<file path="config.mk">
export PLATFORM = sky130hd
export DESIGN_NAME = frame_seq
export DESIGN_NICKNAME = d
export VERILOG_FILES = /design/src/rtl/fs_pkg.sv /design/src/rtl/fs_ctrl.sv /design/src/rtl/fs_regs.sv /design/src/rtl/frame_seq.sv
export SDC_FILE = /design/constraint.sdc
export NUM_CORES = 1
export LEC_CHECK = 0
export BUFFER_PORTS_ARGS = -buffer_cell sky130_fd_sc_hd__buf_2
export CORE_MARGIN = 1.5
export CORE_UTILIZATION = 30
export DETAILED_ROUTE_END_ITERATION = 7
export GPL_ROUTABILITY_DRIVEN = 0
export PLACE_DENSITY = 0.46
export SETUP_SLACK_MARGIN = 0.5
export SLEW_MARGIN = 20
export SYNTH_ARGS = -nofsm -noshare
export SYNTH_HDL_FRONTEND = slang
export SYNTH_HIERARCHICAL = 1
export SYNTH_SLANG_ARGS = --single-unit
</file>
<file path="constraint.sdc">
create_clock -name clk -period 9.75 [get_ports clk]
set_clock_uncertainty 0.1 [all_clocks]
set_input_delay 1.95 -clock clk [delete_from_list [all_inputs] [get_ports clk]]
set_output_delay 1.95 -clock clk [all_outputs]
set_load 0.02 [all_outputs]
</file>
<file path="src/rtl/fs_pkg.sv">
package fs_pkg;
  typedef enum logic [1:0] {
    OP_CALL  = 2'd0,
    OP_ENTER = 2'd1,
    OP_LEAVE = 2'd2,
    OP_RET   = 2'd3
  } fs_op_e;

  typedef enum logic [2:0] {
    ST_IDLE    = 3'd0,
    ST_PUSH_IP = 3'd1,
    ST_PUSH_FP = 3'd2,
    ST_LINK    = 3'd3,
    ST_UNLINK  = 3'd4,
    ST_POP_REQ = 3'd5,
    ST_POP_CAP = 3'd6
  } fs_step_e;
endpackage

</file>
<file path="src/rtl/fs_ctrl.sv">
module fs_ctrl
  import fs_pkg::*;
(
  input  logic     clk,
  input  logic     rst_n,
  input  logic     cmd_valid,
  input  logic [1:0] cmd_op,
  output fs_step_e step,
  output logic     accept,
  output logic     pop_to_ip,
  output logic     busy,
  output logic     done
);
  fs_step_e step_q, step_d;
  logic     pop_ip_q, pop_ip_d;
  logic     done_q, done_d;

  assign accept = cmd_valid && (step_q == ST_IDLE);

  always_comb begin
    step_d   = step_q;
    pop_ip_d = pop_ip_q;
    done_d   = 1'b0;
    unique case (step_q)
      ST_IDLE: if (accept) begin
        unique case (fs_op_e'(cmd_op))
          OP_CALL:  step_d = ST_PUSH_IP;
          OP_ENTER: step_d = ST_PUSH_FP;
          OP_LEAVE: begin step_d = ST_UNLINK;  pop_ip_d = 1'b0; end
          OP_RET:   begin step_d = ST_POP_REQ; pop_ip_d = 1'b1; end
        endcase
      end
      ST_PUSH_IP: begin step_d = ST_IDLE; done_d = 1'b1; end
      ST_PUSH_FP: step_d = ST_LINK;
      ST_LINK:    begin step_d = ST_IDLE; done_d = 1'b1; end
      ST_UNLINK:  step_d = ST_POP_REQ;
      ST_POP_REQ: step_d = ST_POP_CAP;
      ST_POP_CAP: begin step_d = ST_IDLE; done_d = 1'b1; end
      default:    step_d = ST_IDLE;
    endcase
  end

  always_ff @(posedge clk or negedge rst_n) begin
    if (!rst_n) begin
      step_q   <= ST_IDLE;
      pop_ip_q <= 1'b0;
      done_q   <= 1'b0;
    end else begin
      step_q   <= step_d;
      pop_ip_q <= pop_ip_d;
      done_q   <= done_d;
    end
  end

  assign step      = step_q;
  assign pop_to_ip = pop_ip_q;
  assign busy      = (step_q != ST_IDLE);
  assign done      = done_q;
endmodule

</file>
<file path="src/rtl/fs_regs.sv">
module fs_regs
  import fs_pkg::*;
#(
  parameter int          W       = 32,
  parameter int          LW      = 16,
  parameter logic [W-1:0] IP_INIT = '0,
  parameter logic [W-1:0] SP_INIT = '0,
  parameter logic [W-1:0] FP_INIT = '0
) (
  input  logic          clk,
  input  logic          rst_n,
  input  fs_step_e      step,
  input  logic          accept,
  input  logic          pop_to_ip,
  input  logic [W-1:0]  cmd_target,
  input  logic [LW-1:0] cmd_locals,
  input  logic [W-1:0]  mem_rdata,
  output logic [W-1:0]  ip,
  output logic [W-1:0]  sp,
  output logic [W-1:0]  fp,
  output logic          mem_en,
  output logic          mem_we,
  output logic [W-1:0]  mem_addr,
  output logic [W-1:0]  mem_wdata
);
  localparam int PADW = W - LW;

  logic [W-1:0]  tgt_q;
  logic [LW-1:0] loc_q;
  logic [W-1:0]  loc_ext;
  logic [W-1:0]  sp_dn;
  logic          is_push;

  generate
    if (PADW > 0) begin : g_pad
      assign loc_ext = {{PADW{1'b0}}, loc_q};
    end else begin : g_nopad
      assign loc_ext = loc_q[W-1:0];
    end
  endgenerate

  assign sp_dn     = sp - {{(W-1){1'b0}}, 1'b1};
  assign is_push   = (step == ST_PUSH_IP) || (step == ST_PUSH_FP);
  assign mem_en    = is_push || (step == ST_POP_REQ);
  assign mem_we    = is_push;
  assign mem_addr  = is_push ? sp_dn : sp;
  assign mem_wdata = (step == ST_PUSH_IP) ? ip : fp;

  always_ff @(posedge clk or negedge rst_n) begin
    if (!rst_n) begin
      tgt_q <= '0;
      loc_q <= '0;
    end else if (accept) begin
      tgt_q <= cmd_target;
      loc_q <= cmd_locals;
    end
  end

  always_ff @(posedge clk or negedge rst_n) begin
    if (!rst_n) begin
      ip <= IP_INIT;
      sp <= SP_INIT;
      fp <= FP_INIT;
    end else begin
      unique case (step)
        ST_PUSH_IP: begin sp <= sp_dn; ip <= tgt_q; end
        ST_PUSH_FP: sp <= sp_dn;
        ST_LINK:    begin fp <= sp; sp <= sp - loc_ext; end
        ST_UNLINK:  sp <= fp;
        ST_POP_REQ: sp <= sp + {{(W-1){1'b0}}, 1'b1};
        ST_POP_CAP: if (pop_to_ip) ip <= mem_rdata; else fp <= mem_rdata;
        default: ;
      endcase
    end
  end
endmodule

</file>
<file path="src/rtl/frame_seq.sv">
module frame_seq
  import fs_pkg::*;
#(
  parameter int          W       = 32,
  parameter int          LW      = 16,
  parameter logic [W-1:0] IP_INIT = 32'h0000_1000,
  parameter logic [W-1:0] SP_INIT = 32'd200,
  parameter logic [W-1:0] FP_INIT = 32'd200
) (
  input  logic          clk,
  input  logic          rst_n,
  input  logic          cmd_valid,
  input  logic [1:0]    cmd_op,
  input  logic [W-1:0]  cmd_target,
  input  logic [LW-1:0] cmd_locals,
  output logic          busy,
  output logic          done,
  output logic [W-1:0]  ip_o,
  output logic [W-1:0]  sp_o,
  output logic [W-1:0]  fp_o,
  output logic          mem_en,
  output logic          mem_we,
  output logic [W-1:0]  mem_addr,
  output logic [W-1:0]  mem_wdata,
  input  logic [W-1:0]  mem_rdata
);
  fs_step_e step;
  logic     accept;
  logic     pop_to_ip;

  fs_ctrl u_ctrl (
    .clk       (clk),
    .rst_n     (rst_n),
    .cmd_valid (cmd_valid),
    .cmd_op    (cmd_op),
    .step      (step),
    .accept    (accept),
    .pop_to_ip (pop_to_ip),
    .busy      (busy),
    .done      (done)
  );

  fs_regs #(
    .W(W), .LW(LW), .IP_INIT(IP_INIT), .SP_INIT(SP_INIT), .FP_INIT(FP_INIT)
  ) u_regs (
    .clk        (clk),
    .rst_n      (rst_n),
    .step       (step),
    .accept     (accept),
    .pop_to_ip  (pop_to_ip),
    .cmd_target (cmd_target),
    .cmd_locals (cmd_locals),
    .mem_rdata  (mem_rdata),
    .ip         (ip_o),
    .sp         (sp_o),
    .fp         (fp_o),
    .mem_en     (mem_en),
    .mem_we     (mem_we),
    .mem_addr   (mem_addr),
    .mem_wdata  (mem_wdata)
  );
endmodule

</file>
## Word-level counts from Yosys, hierarchy flattened

Cells that the tools add are included.

- Reductions and logical operators: 15
- Eq/ne operators: 12
- Muxes and demuxes: 12
- $add $sub $neg: 3

Operators with widths:

| operator | number |
|---|---|
| two-way mux 32 bit | 4 |
| one-hot mux 32 bit (2 select lines) | 2 |
| one-hot mux 32 bit (4 select lines) | 1 |
| adder 32 x 1 -> 32 bit (second input constant) | 1 |
| subtractor 32 x 1 -> 32 bit (second input constant) | 1 |
| subtractor 32 x 16 -> 32 bit | 1 |
| one-hot mux 3 bit (4 select lines) | 2 |
| == test 3 bit (second input constant) | 3 |
| == test 3 x 2 -> 1 bit (second input constant) | 2 |
| nonzero test 2 bit | 3 |
| == test 2 bit (second input constant) | 2 |
| != test 2 bit (second input constant) | 2 |
| AND reduction 2 bit | 2 |
| nonzero test 4 bit | 1 |
| == test 3 x 1 -> 1 bit (second input constant) | 1 |
| logical NOT 3 bit | 1 |
| two-way mux 3 bit | 1 |
| AND reduction 3 bit | 1 |
| nonzero test 3 bit | 1 |
| OR reduction 3 bit | 1 |
| == test 2 x 1 -> 1 bit (second input constant) | 1 |
| logical NOT 2 bit | 1 |
| logical OR 1 bit | 2 |
| != test 2 x 1 -> 1 bit (second input constant) | 1 |
| 4 further kinds | 4 |

- Bits of input ports: 85
- Bits in registers: 149

## Depth between registers and ports, before layout

Gate-level depths: netlist (run 1).

- Word-level depth: 4
- Depth in mapped cells: 19

## Hierarchy

Netlist (run 1), hierarchy kept.

By module, submodules not included:

| module | cells each | area an instance (µm²) | times used | sequential area each (µm²) |
|---|---|---|---|---|
| fs_regs | 1,185 | 10,098.4 | 1 | 3,612.2 |
| fs_ctrl | 30 | 306.5 | 1 | 125.1 |

## Worst setup path after synthesis (run 1)

No wires, ideal clock.

- Path kind: flip-flop to output port
- Start point: register u_regs.sp[1]
- End point: output mem_addr[15]
- Path buffers: 0
- Arrival time: 2.676 ns
- Cell stages (with the launch flop): 8
- Setup slack: 5.024 ns
- Path through: dfrtp_1 > or3_4 > or4_4 > or4_4 > nor3_4 > nand2_1 > nor3_1 > xor2_1

- Longest elaborated chain between the ends: 2

Ends and longest elaborated chain:

| element | line | RTL |
|---|---|---|
| from (decl) | fs_regs.sv:19 | `output logic [W-1:0] sp,` |
| from (signal assigned) | fs_regs.sv:66 | `ST_PUSH_IP: begin sp <= sp_dn; ip <= tgt_q; end` |
| from (signal assigned) | fs_regs.sv:67 | `ST_PUSH_FP: sp <= sp_dn;` |
| from (signal assigned) | fs_regs.sv:68 | `ST_LINK: begin fp <= sp; sp <= sp - loc_ext; end` |
| subtractor 32 x 1 -> 32 bit | fs_regs.sv:42 | `assign sp_dn = sp - {{(W-1){1'b0}}, 1'b1};` |
| two-way mux 32 bit | fs_regs.sv:46 | `assign mem_addr = is_push ? sp_dn : sp;` |
| to (decl) | frame_seq.sv:23 | `output logic [W-1:0] mem_addr,` |

No other way between the ends.

## Worst setup path in the final report (run 1)

- Start point: register u_ctrl.step_q[0], in the netlist u_ctrl/step[0]
- End point: output mem_addr[0]

- Longest elaborated chain between the ends: 3

Ends and longest elaborated chain:

| element | line | RTL |
|---|---|---|
| from (decl) | fs_ctrl.sv:14 | `fs_step_e step_q, step_d;` |
| from (signal assigned) | fs_ctrl.sv:49 | `step_q <= step_d;` |
| == test 3 x 1 -> 1 bit or == test 3 x 2 -> 1 bit (tied branches) | fs_regs.sv:43 | `assign is_push = (step == ST_PUSH_IP) \|\| (step == ST_PUSH_FP);` |
| logical OR 1 bit (*) | fs_regs.sv:43 |  |
| two-way mux 32 bit (*) | fs_regs.sv:46 |  |

Mark *: on every way between the ends. The rest lies on a longest branch, timed or not.

==> summary.txt, run 1 <==
fin nets: 1535
total negative setup slack: 0 ns
Crit Reg-Reg Endpoint: u_regs/sp[30]
CTS Hold Bufs: 0
Syn. warnings: 6
PwrDens: 444 nW/µm²
crit path max-delay cell type: clkinv_1
CP Data Required Time: 7.70 ns
fmax: 0.166 GHz
pin count of the biggest net entering global routing: 80
I/O Buffers: 248
Seq/Total Area, Yosys: 35.9%
worst setup margin: 3.74 ns
r2r setup slk: 4.84 ns
Inserted Diodes: 0
critical path's most frequent cell: nand2_1
ys async rst share: 100%
Pre-antenna DRT Iters: 5
Pwr Total: 5.63 mW
CP cell instances: buf_4 -> nand2b_1 -> nand2_1 -> nand2_1 -> clkinv_1 -> xnor2_1 -> buf_2
Hold Crit Class: register to register
Core Area: 34400 µm²
Die W: 189 µm
CTS root buf: clkbuf_16
TritonCTS buffer count: 17
Clk pin slew, worst setup/hold paths: 0.07 ns
area delta synth->final: 21.8%
DR DRC count: 0
Yosys reg bits: 149
site row count: 68
Yosys cell types: 80
I/O pin cnt: 249
Hold Crit Depth: 2
Top FF cell, synth: dfrtp_1
post-DP HPWL: 29000 µm
P_leak: 5.95 nW
total setup buffers inserted after CTS: 0
final WL: 39800 µm
Initial Utilization: 30.3%
GRT Total Usage: 22.0%
top-area cell type share of the netlist area: 34.2%
vias in the first global route: 9552
Cells after Synth: 1215
Critical path origin: u_ctrl/step[0]
worst rel slew slack: 37.2%
endpoints failing setup: 0
mapped cell area: 10400 µm²
worst r2r src: u_ctrl/step[2]
average wire per standard cell: 21.2 µm
initial antenna violation count: 2
slowest stage delay, CP: 0.89 ns
CP Max Fanout: 38
Synth area leader: dfrtp_1
CP Capture Type: output pin
CTS tree: built
proportion of layout cells with a drive suffix above 1: 29.4%
total die area: 35800 µm²
end point of the critical path: mem_addr[0]
R2R depth: 17
critical path type: register to output pin
outcome: finished clean
Die H: 189 µm
Clock Tree Buf Depth: 2
syn_nets: 1339
actual slew at the worst max-slew pin: 0.943 ns
placed cells: 1847
fill cell count: 3640
max-cap viol count: 0
htree depth: 4
pre-CTS WS: 4.29 ns
crit start category: register
number of flops mapped to enable cells by yosys: 0
Synth Area per Inst: 8.56 µm²
crit share post-route: 61.6%
final slew viol count: 0
VDD IR-drop max: 0.150 mV
vias: 9982
Final Hold Vio Count: 0
Synth area leaders: dfrtp_1 (34%), mux2_2 (8.4%), a21oi_1 (6.5%)
post-CTS sizing: 0
total gr overflow: 0
antenna-violating nets left: 0
RSZ-0062 raised after global routing: no
drt initial violations: 886
minimum clock period: 6.01 ns
first-pass GRT wire length: 59300 µm
Clk Latency, worst-skew pair: 0.45 ns
Layout Cells excl Fill: 1879
vias per cell: 5.31
WP data arrival: 3.96 ns
# clock sinks: 149
routing by layer:
metal	vias to the layer above	wire [µm]	GRT usage (%)
met2	347	17200	32.5
met3	44	1990	3.48
met1	4848	19800	32.9
met4	4	758	6.01
li1	4739	-	-
met5	-	23	0
placed cells by master, fill, tap and decap left out, types with 15 or more instances in the layout:
cell / synthesis / final
a21o_1: 23 / 23
a21oi_1: 136 / 136
and3_1: 37 / 37
buf_2: 8 / 247
buf_4: 2 / 16
clkbuf_16: 0 / 17
dfrtp_1: 142 / 141
ha_1: 38 / 38
inv_1: 15 / 15
mux2_2: 78 / 78
nand2_1: 155 / 154
nor2_1: 89 / 89
nor3_1: 18 / 18
o21ai_0: 109 / 109
xnor2_1: 36 / 36
xor2_1: 44 / 44
final cells by class:
| cell class | count | area (µm²) | share of cell area (%) |
|---|---|---|---|
| multi-input cells | 962 | 6290 | 49.6 |
| well taps | 455 | 569 | 4.49 |
| flip-flops and latches | 149 | 3740 | 29.5 |
| clock buffers | 17 | 425 | 3.36 |
| clock inverters | 15 | 220 | 1.74 |
| repair buffers | 264 | 1370 | 10.8 |
| inverters | 17 | 63.8 | 0.503 |
critical path, delay by kind of cell (launching register included):
family        cells  cell delay, ns
simple gates      3            1.04
xor+xnor          1            0.62
flops             1            0.32
buf+inv           3            1.52
cell usage after synthesis (3+ instances only):
master    instances
or4_1             3
o32a_1            3
o31ai_1           5
a211oi_1          8
mux2i_1           4
o21ai_0         109
dfrtp_1         142
o21a_1            8
a22oi_1          12
nor4_1            8
xor2_1           44
a221oi_1          4
or3_1             6
nor3_1           18
nand3_1          10
nand2b_1         10
mux2_2           78
o211ai_1         10
a31o_2            4
nand2_1         155
a31oi_1           9
or2_2             7
and3_1           37
a21o_1           23
o22a_1            3
nor2b_1          10
nand4_1           3
o22ai_1           6
clkbuf_1         72
xnor2_1          36
inv_1            15
a22o_1            5
buf_2             8
dfstp_2           7
ha_1             38
nor2_1           89
buf_1             5
o221ai_1          6
and2_1            4
a21oi_1         136
worst min-delay path by stage:
stage | startpoint | end | slack [ns]
2_1_floorplan | u_regs/tgt_q[31] | u_regs/tgt_q[31] | 0.38
3_3_place_gp | u_regs/ip[12] | u_regs/ip[12] | 0.39
3_5_place_dp | u_regs/ip[19] | u_regs/ip[19] | 0.39
4_1_cts | u_regs/ip[12] | u_regs/ip[12] | 0.41
5_1_grt | u_regs/tgt_q[31] | u_regs/tgt_q[31] | 0.43
6_report | u_regs/ip[12] | u_regs/ip[12] | 0.40
per-stage QoR:
step / instance area (µm²) / hold slack (ns) / utilization (%)
floorplan: 10400 / 0.381 / -
global placement: 12000 / 0.389 / 35.0
detailed placement: 12000 / 0.389 / 35.0
CTS: 12700 / 0.406 / 36.9
global route: 12700 / 0.428 / 36.9
finish: 12700 / 0.398 / 36.9
cells by family after synthesis:
group / synth area share [%]
AOI/OAI and AO/OA: 21.4
xor gates and xnor gates: 6.73
adders and majority gates: 4.76
buffers and inverters: 3.92
DFF: 35.9
muxes: 8.83
and+or+nand+nor: 18.5
state kept, by name, summed over array words and instances (netlist names):
name	flops
u_regs/tgt_q	32
u_regs/ip	32
u_ctrl/done	1
u_regs/sp	32
u_ctrl/step	3
u_regs/loc_q	16
u_ctrl/pop_to_ip	1
u_regs/fp	32
report_power, final:
group | internal (mW) | total [mW] | switching [mW]
combinational | 1.34 | 3.48 | 2.14
clock | 0.436 | 0.743 | 0.306
sequential | 0.929 | 1.41 | 0.482
total | 2.70 | 5.63 | 2.93
(Power assumes the default switching activity.)
==> inputs of run 2 (changes only) <==
==> constraint.sdc (replaced) <==
create_clock -name clk -period 6.19 [get_ports clk]
set_clock_uncertainty 0.1 [all_clocks]
set_input_delay 1.238 -clock clk [delete_from_list [all_inputs] [get_ports clk]]
set_output_delay 1.238 -clock clk [all_outputs]
set_load 0.02 [all_outputs]
==> summary.txt, run 2 (synthesis results as in run 1) <==
worst rel slew slack: 27.4%
post-CTS sizing: 0
average wire per standard cell: 21.4 µm
GRT Total Usage: 22.1%
antenna-violating nets left: 0
I/O pin cnt: 249
Flop pwr share: 25.0%
commonest non-fill, non-tap cells in the layout: buf_2 (247), nand2_1 (154), dfrtp_1 (141)
# clock sinks: 149
htree depth: 4
Combinational Power Share: 62.5%
actual slew at the worst max-slew pin: 1.09 ns
VDD IR-drop max: 0.294 mV
CP Capture Type: output pin
fin nets: 1538
CTS root buf: clkbuf_16
TritonCTS buffer count: 17
switching power: 4.64 mW
pin count of the biggest net entering global routing: 65
final slew viol count: 0
site row count: 68
Clk pwr share: 12.5%
crit path max-delay cell type: nor3b_1
CP Max Fanout: 7
Final Hold Vio Count: 0
post-DP HPWL: 29300 µm
fill cell count: 3647
crit share post-route: 79.6%
hold slack: 0.402 ns
Die W: 189 µm
area delta synth->final: 21.6%
I/O Buffers: 248
first-pass GRT wire length: 60000 µm
Internal: 4.20 mW
initial antenna violation count: 2
DR DRC count: 0
endpoints failing setup: 0
outcome: finished clean
max-cap viol count: 0
minimum clock period: 4.93 ns
total negative setup slack: 0 ns
vias per cell: 5.37
Die H: 189 µm
slowest stage delay, CP: 0.56 ns
critical path type: register to output pin
Clk Latency, worst-skew pair: 0.44 ns
final WL: 40400 µm
Hold Crit Class: register to register
fmax: 0.203 GHz
commonest non-fill, non-tap cell in the layout: buf_2
Clk pin slew, worst setup/hold paths: 0.07 ns
CP Data Required Time: 4.85 ns
total setup buffers inserted after CTS: 0
RSZ-0062 raised after global routing: no
WP data arrival: 3.59 ns
CTS Hold Bufs: 0
CTS tree: built
P_leak: 5.95 nW
PwrDens: 699 nW/µm²
Core Area: 34400 µm²
CP cell instances: inv_1 -> ha_1 -> nor3b_1 -> nand4_1 -> nor3_1 -> nand3b_1 -> o21ai_0 -> nand2_1 -> buf_2
Clock Tree Buf Depth: 2
total die area: 35800 µm²
crit start category: register
Initial Utilization: 30.3%
drt initial violations: 809
proportion of layout cells with a drive suffix above 1: 29.5%
total gr overflow: 0
vias in the first global route: 9442
Pre-antenna DRT Iters: 5
switch share: 52.4%
vias: 10100
==> run 2: final timing paths <==
check	start	end	slack [ns]	depth (start not counted)
max	u_regs/sp[0]	mem_addr[16]	1.26	9
min	u_regs/ip[12]	u_regs/ip[12]	0.40	2
max reg2reg	u_regs/loc_q[0]	u_regs/sp[21]	1.45	18
min reg2reg	u_regs/ip[12]	u_regs/ip[12]	0.40	2
max in group asynchronous	rst_n	u_regs/tgt_q[5]	4.12	2
min in group asynchronous	rst_n	u_ctrl/done	0.67	1
==> run 2: cell type report <==
cell class                 instances  area (µm²)  area share (%)
sequential                       149        3740            29.5
clock inverter                    13         158            1.25
clock buffer                      19         443            3.50
tap                              455         569            4.50
antenna                            1        2.50          0.0198
multi-input combinational        962        6290            49.7
timing repair buffer             267        1390            11.0
inverter                          17        63.8           0.504
==> run 2: per-layer routing <==
layer	GRT usage, %	share of wire (%)	vias up
li1	-	-	4757
met3	3.43	6.1	28
met4	5.10	1.2	2
met2	32.6	44	377
met1	33.6	49	4954
met5	0	0.032	-
==> run 2: through the flow <==
| step | power [mW] | instance area (µm²) | instances | util, % | setup slack [ns] |
|---|---|---|---|---|---|
| 2_1_floorplan | 5.84 | 10400 | 1215 | - | 2.09 |
| 3_3_place_gp | 7.69 | 12100 | 1850 | 35.1 | 1.55 |
| 3_5_place_dp | 7.70 | 12100 | 1850 | 35.1 | 1.45 |
| 4_1_cts | 8.84 | 12700 | 1882 | 36.8 | 1.27 |
| 5_1_grt | 9.47 | 12700 | 1882 | 36.8 | 1.08 |
| 6_report | 8.84 | 12700 | 1883 | 36.8 | 1.26 |
==> run 2: power groups by stage <==
stage	clock, mW	sequential [mW]	combinational [mW]
final	1.10	2.21	5.52
after global routing	1.17	2.29	6.01
after CTS	1.13	2.22	5.50
after detailed placement	0	2.23	5.46
after global placement	0	2.22	5.46
after floorplan	0	2.18	3.67
==> run 2: worst max-delay path, delay by kind of cell (launching register included) <==
family	cells	cell delay, ns
flops	1	0.48
compound gates	1	0.43
buf+inv	2	0.33
simple gates	5	1.67
fa+ha+maj	1	0.26
==> inputs of run 3 (changes only) <==
--- a/config.mk
+++ b/config.mk
@@ -5,12 +5,13 @@
 export SDC_FILE = /design/constraint.sdc
 export NUM_CORES = 1
 export LEC_CHECK = 0
+export ABC_AREA = 1
 export BUFFER_PORTS_ARGS = -buffer_cell sky130_fd_sc_hd__buf_2
 export CORE_MARGIN = 1.5
 export CORE_UTILIZATION = 30
 export DETAILED_ROUTE_END_ITERATION = 7
 export GPL_ROUTABILITY_DRIVEN = 0
-export PLACE_DENSITY = 0.46
+export PLACE_DENSITY = 0.45
 export SETUP_SLACK_MARGIN = 0.5
 export SLEW_MARGIN = 20
 export SYNTH_ARGS = -nofsm -noshare
==> constraint.sdc (replaced) <==
create_clock -name clk -period 5 [get_ports clk]
set_clock_uncertainty 0.1 [all_clocks]
set_input_delay 1 -clock clk [delete_from_list [all_inputs] [get_ports clk]]
set_output_delay 1 -clock clk [all_outputs]
set_load 0.02 [all_outputs]
==> summary.txt, run 3 <==
total die area: 37900 µm²
TritonCTS buffer count: 17
initial antenna violation count: 1
final instance area: 13300 µm²
crit path max-delay cell type: nor2_1
Seq/Total Area, Yosys: 33.9%
Core Area: 36300 µm²
vias in the first global route: 11400
proportion of layout cells with a drive suffix above 1: 17.7%
minimum clock period: 3.97 ns
Synth area leader: dfrtp_1
CP Data Required Time: 3.90 ns
Clk pin slew, worst setup/hold paths: 0.06 ns
most frequent cells after synthesis: nand2_1 (498), inv_1 (264), o21ai_0 (218)
worst setup margin: 1.03 ns
outcome: finished clean
cell with the most instances after synthesis: nand2_1
Clock Tree Buf Depth: 2
final WL: 44100 µm
placed cells: 2397
Die H: 195 µm
Initial Utilization: 30.3%
Cells after Synth: 1730
R2R depth: 20
CP cell instances: inv_1 -> nand3_1 -> nor2_1 -> nand2_1 -> o21ai_0 -> nand3_1 -> o21ai_0 -> buf_2
total setup buffers inserted after CTS: 0
drt initial violations: 769
pre-CTS WS: 1.11 ns
CTS Hold Bufs: 0
register area: 3740 µm²
CTS root buf: clkbuf_16
RSZ-0062 raised after global routing: no
CP Max Fanout: 5
area delta synth->final: 21.0%
antenna-violating nets left: 0
site row count: 70
I/O Buffers: 248
pin count of the biggest net entering global routing: 97
Die W: 195 µm
Top FF cell, synth: dfrtp_1
Layout Cells excl Fill: 2429
# clock sinks: 149
area of the multi-input gates: 6030 µm²
Placed Area: 12700 µm²
syn_nets: 1854
commonest non-fill, non-tap cells in the layout: nand2_1 (496), inv_1 (264), buf_2 (247)
Inserted Diodes: 0
final slew viol count: 0
fin nets: 2072
Syn. warnings: 6
endpoints failing setup: 0
fmax: 0.252 GHz
GRT Total Usage: 23.3%
Yosys cell types: 41
total gr overflow: 0
Pre-antenna DRT Iters: 5
fill cell count: 4037
Synth Area per Inst: 6.37 µm²
first-pass GRT wire length: 67700 µm
WP data arrival: 2.87 ns
mapped cell area: 11000 µm²
average wire per standard cell: 18.2 µm
commonest non-fill, non-tap cell in the layout: nand2_1
Clk Latency, worst-skew pair: 0.44 ns
total negative setup slack: 0 ns
CTS tree: built
Hold Crit Class: register to register
Final Hold Vio Count: 0
Yosys reg bits: 149
top-area cell type share of the netlist area: 32.2%
post-DP HPWL: 34200 µm
crit start category: register
Critical path origin: u_regs/sp[1]
vias: 11900
worst r2r src: u_regs/loc_q[0]
vias per cell: 4.88
slowest stage delay, CP: 0.48 ns
actual slew at the worst max-slew pin: 1.01 ns
post-CTS sizing: 0
Hold Crit Depth: 2
CP Capture Type: output pin
max-cap viol count: 0
crit share post-route: 79.3%
ys async rst share: 100%
htree depth: 4
Synth area leaders: dfrtp_1 (32%), nand2_1 (17%), o21ai_0 (9.9%)
I/O pin cnt: 249
number of flops mapped to enable cells by yosys: 0
worst rel slew slack: 32.6%
critical path type: register to output pin
Worst Min Path Start: u_ctrl/pop_to_ip
DR DRC count: 0
[run 3: cell count changes after synthesis, moves of 74 or more]
cell     before  now
nand2_1     155  498
inv_1        15  264
o21ai_0     109  218
nand3_1      10   91
nor2_1       89  169
mux2_2       78    4
[run 3: layout make-up]
type,count,share of cell area [%]
multi-input combinational,1247,45.2
sequential,149,28.0
timing repair buffer,259,10.1
inverter,274,7.71
tap,468,4.39
clock buffer,22,3.71
clock inverter,10,0.872
[run 3: cells by family after synthesis]
group / synth area share, %
compound gates: 18.5
xor+xnor: 0.556
fa+ha+maj: 4.50
buf+inv: 11.6
flops: 33.9
mux: 0.409
simple gates: 30.6
[run 3: per-stage QoR]
step	utilization, %	hold slack, ns
2_1_floorplan	-	0.363
3_3_place_gp	35.0	0.393
3_5_place_dp	35.0	0.393
6_report	36.7	0.408
4_1_cts	36.7	0.410
5_1_grt	36.7	0.434
[run 3: metal layers]
metal  vias to the layer above  GRT usage, %  share of wire [%]
met4                         2          5.15                1.5
met1                      5558          32.7                 48
met2                       292          37.4                 45
li1                       5966             -                  -
met5                         -             0              0.023
met3                        34          4.08                4.7
[run 3: worst max-delay path: cells and delay by family, from the launching register on]
family                 cells  cell delay, ns
and+or+nand+nor            4            1.02
AOI/OAI and AO/OA          2            0.50
DFF                        1            0.46
buffers and inverters      2            0.45
[run 3: path summary, 6_finish.rpt]
path	endpoint	slack [ns]
max in group asynchronous	u_regs/ip[18]	3.25
min	u_ctrl/pop_to_ip	0.41
max	mem_addr[31]	1.03
min in group asynchronous	u_regs/fp[1]	0.54
min reg2reg	u_ctrl/pop_to_ip	0.41
max reg2reg	u_regs/sp[20]	1.12
Power of run 3 is not shown: default switching activity piles up to over one toggle a cycle in this logic, so the estimate is an artifact.
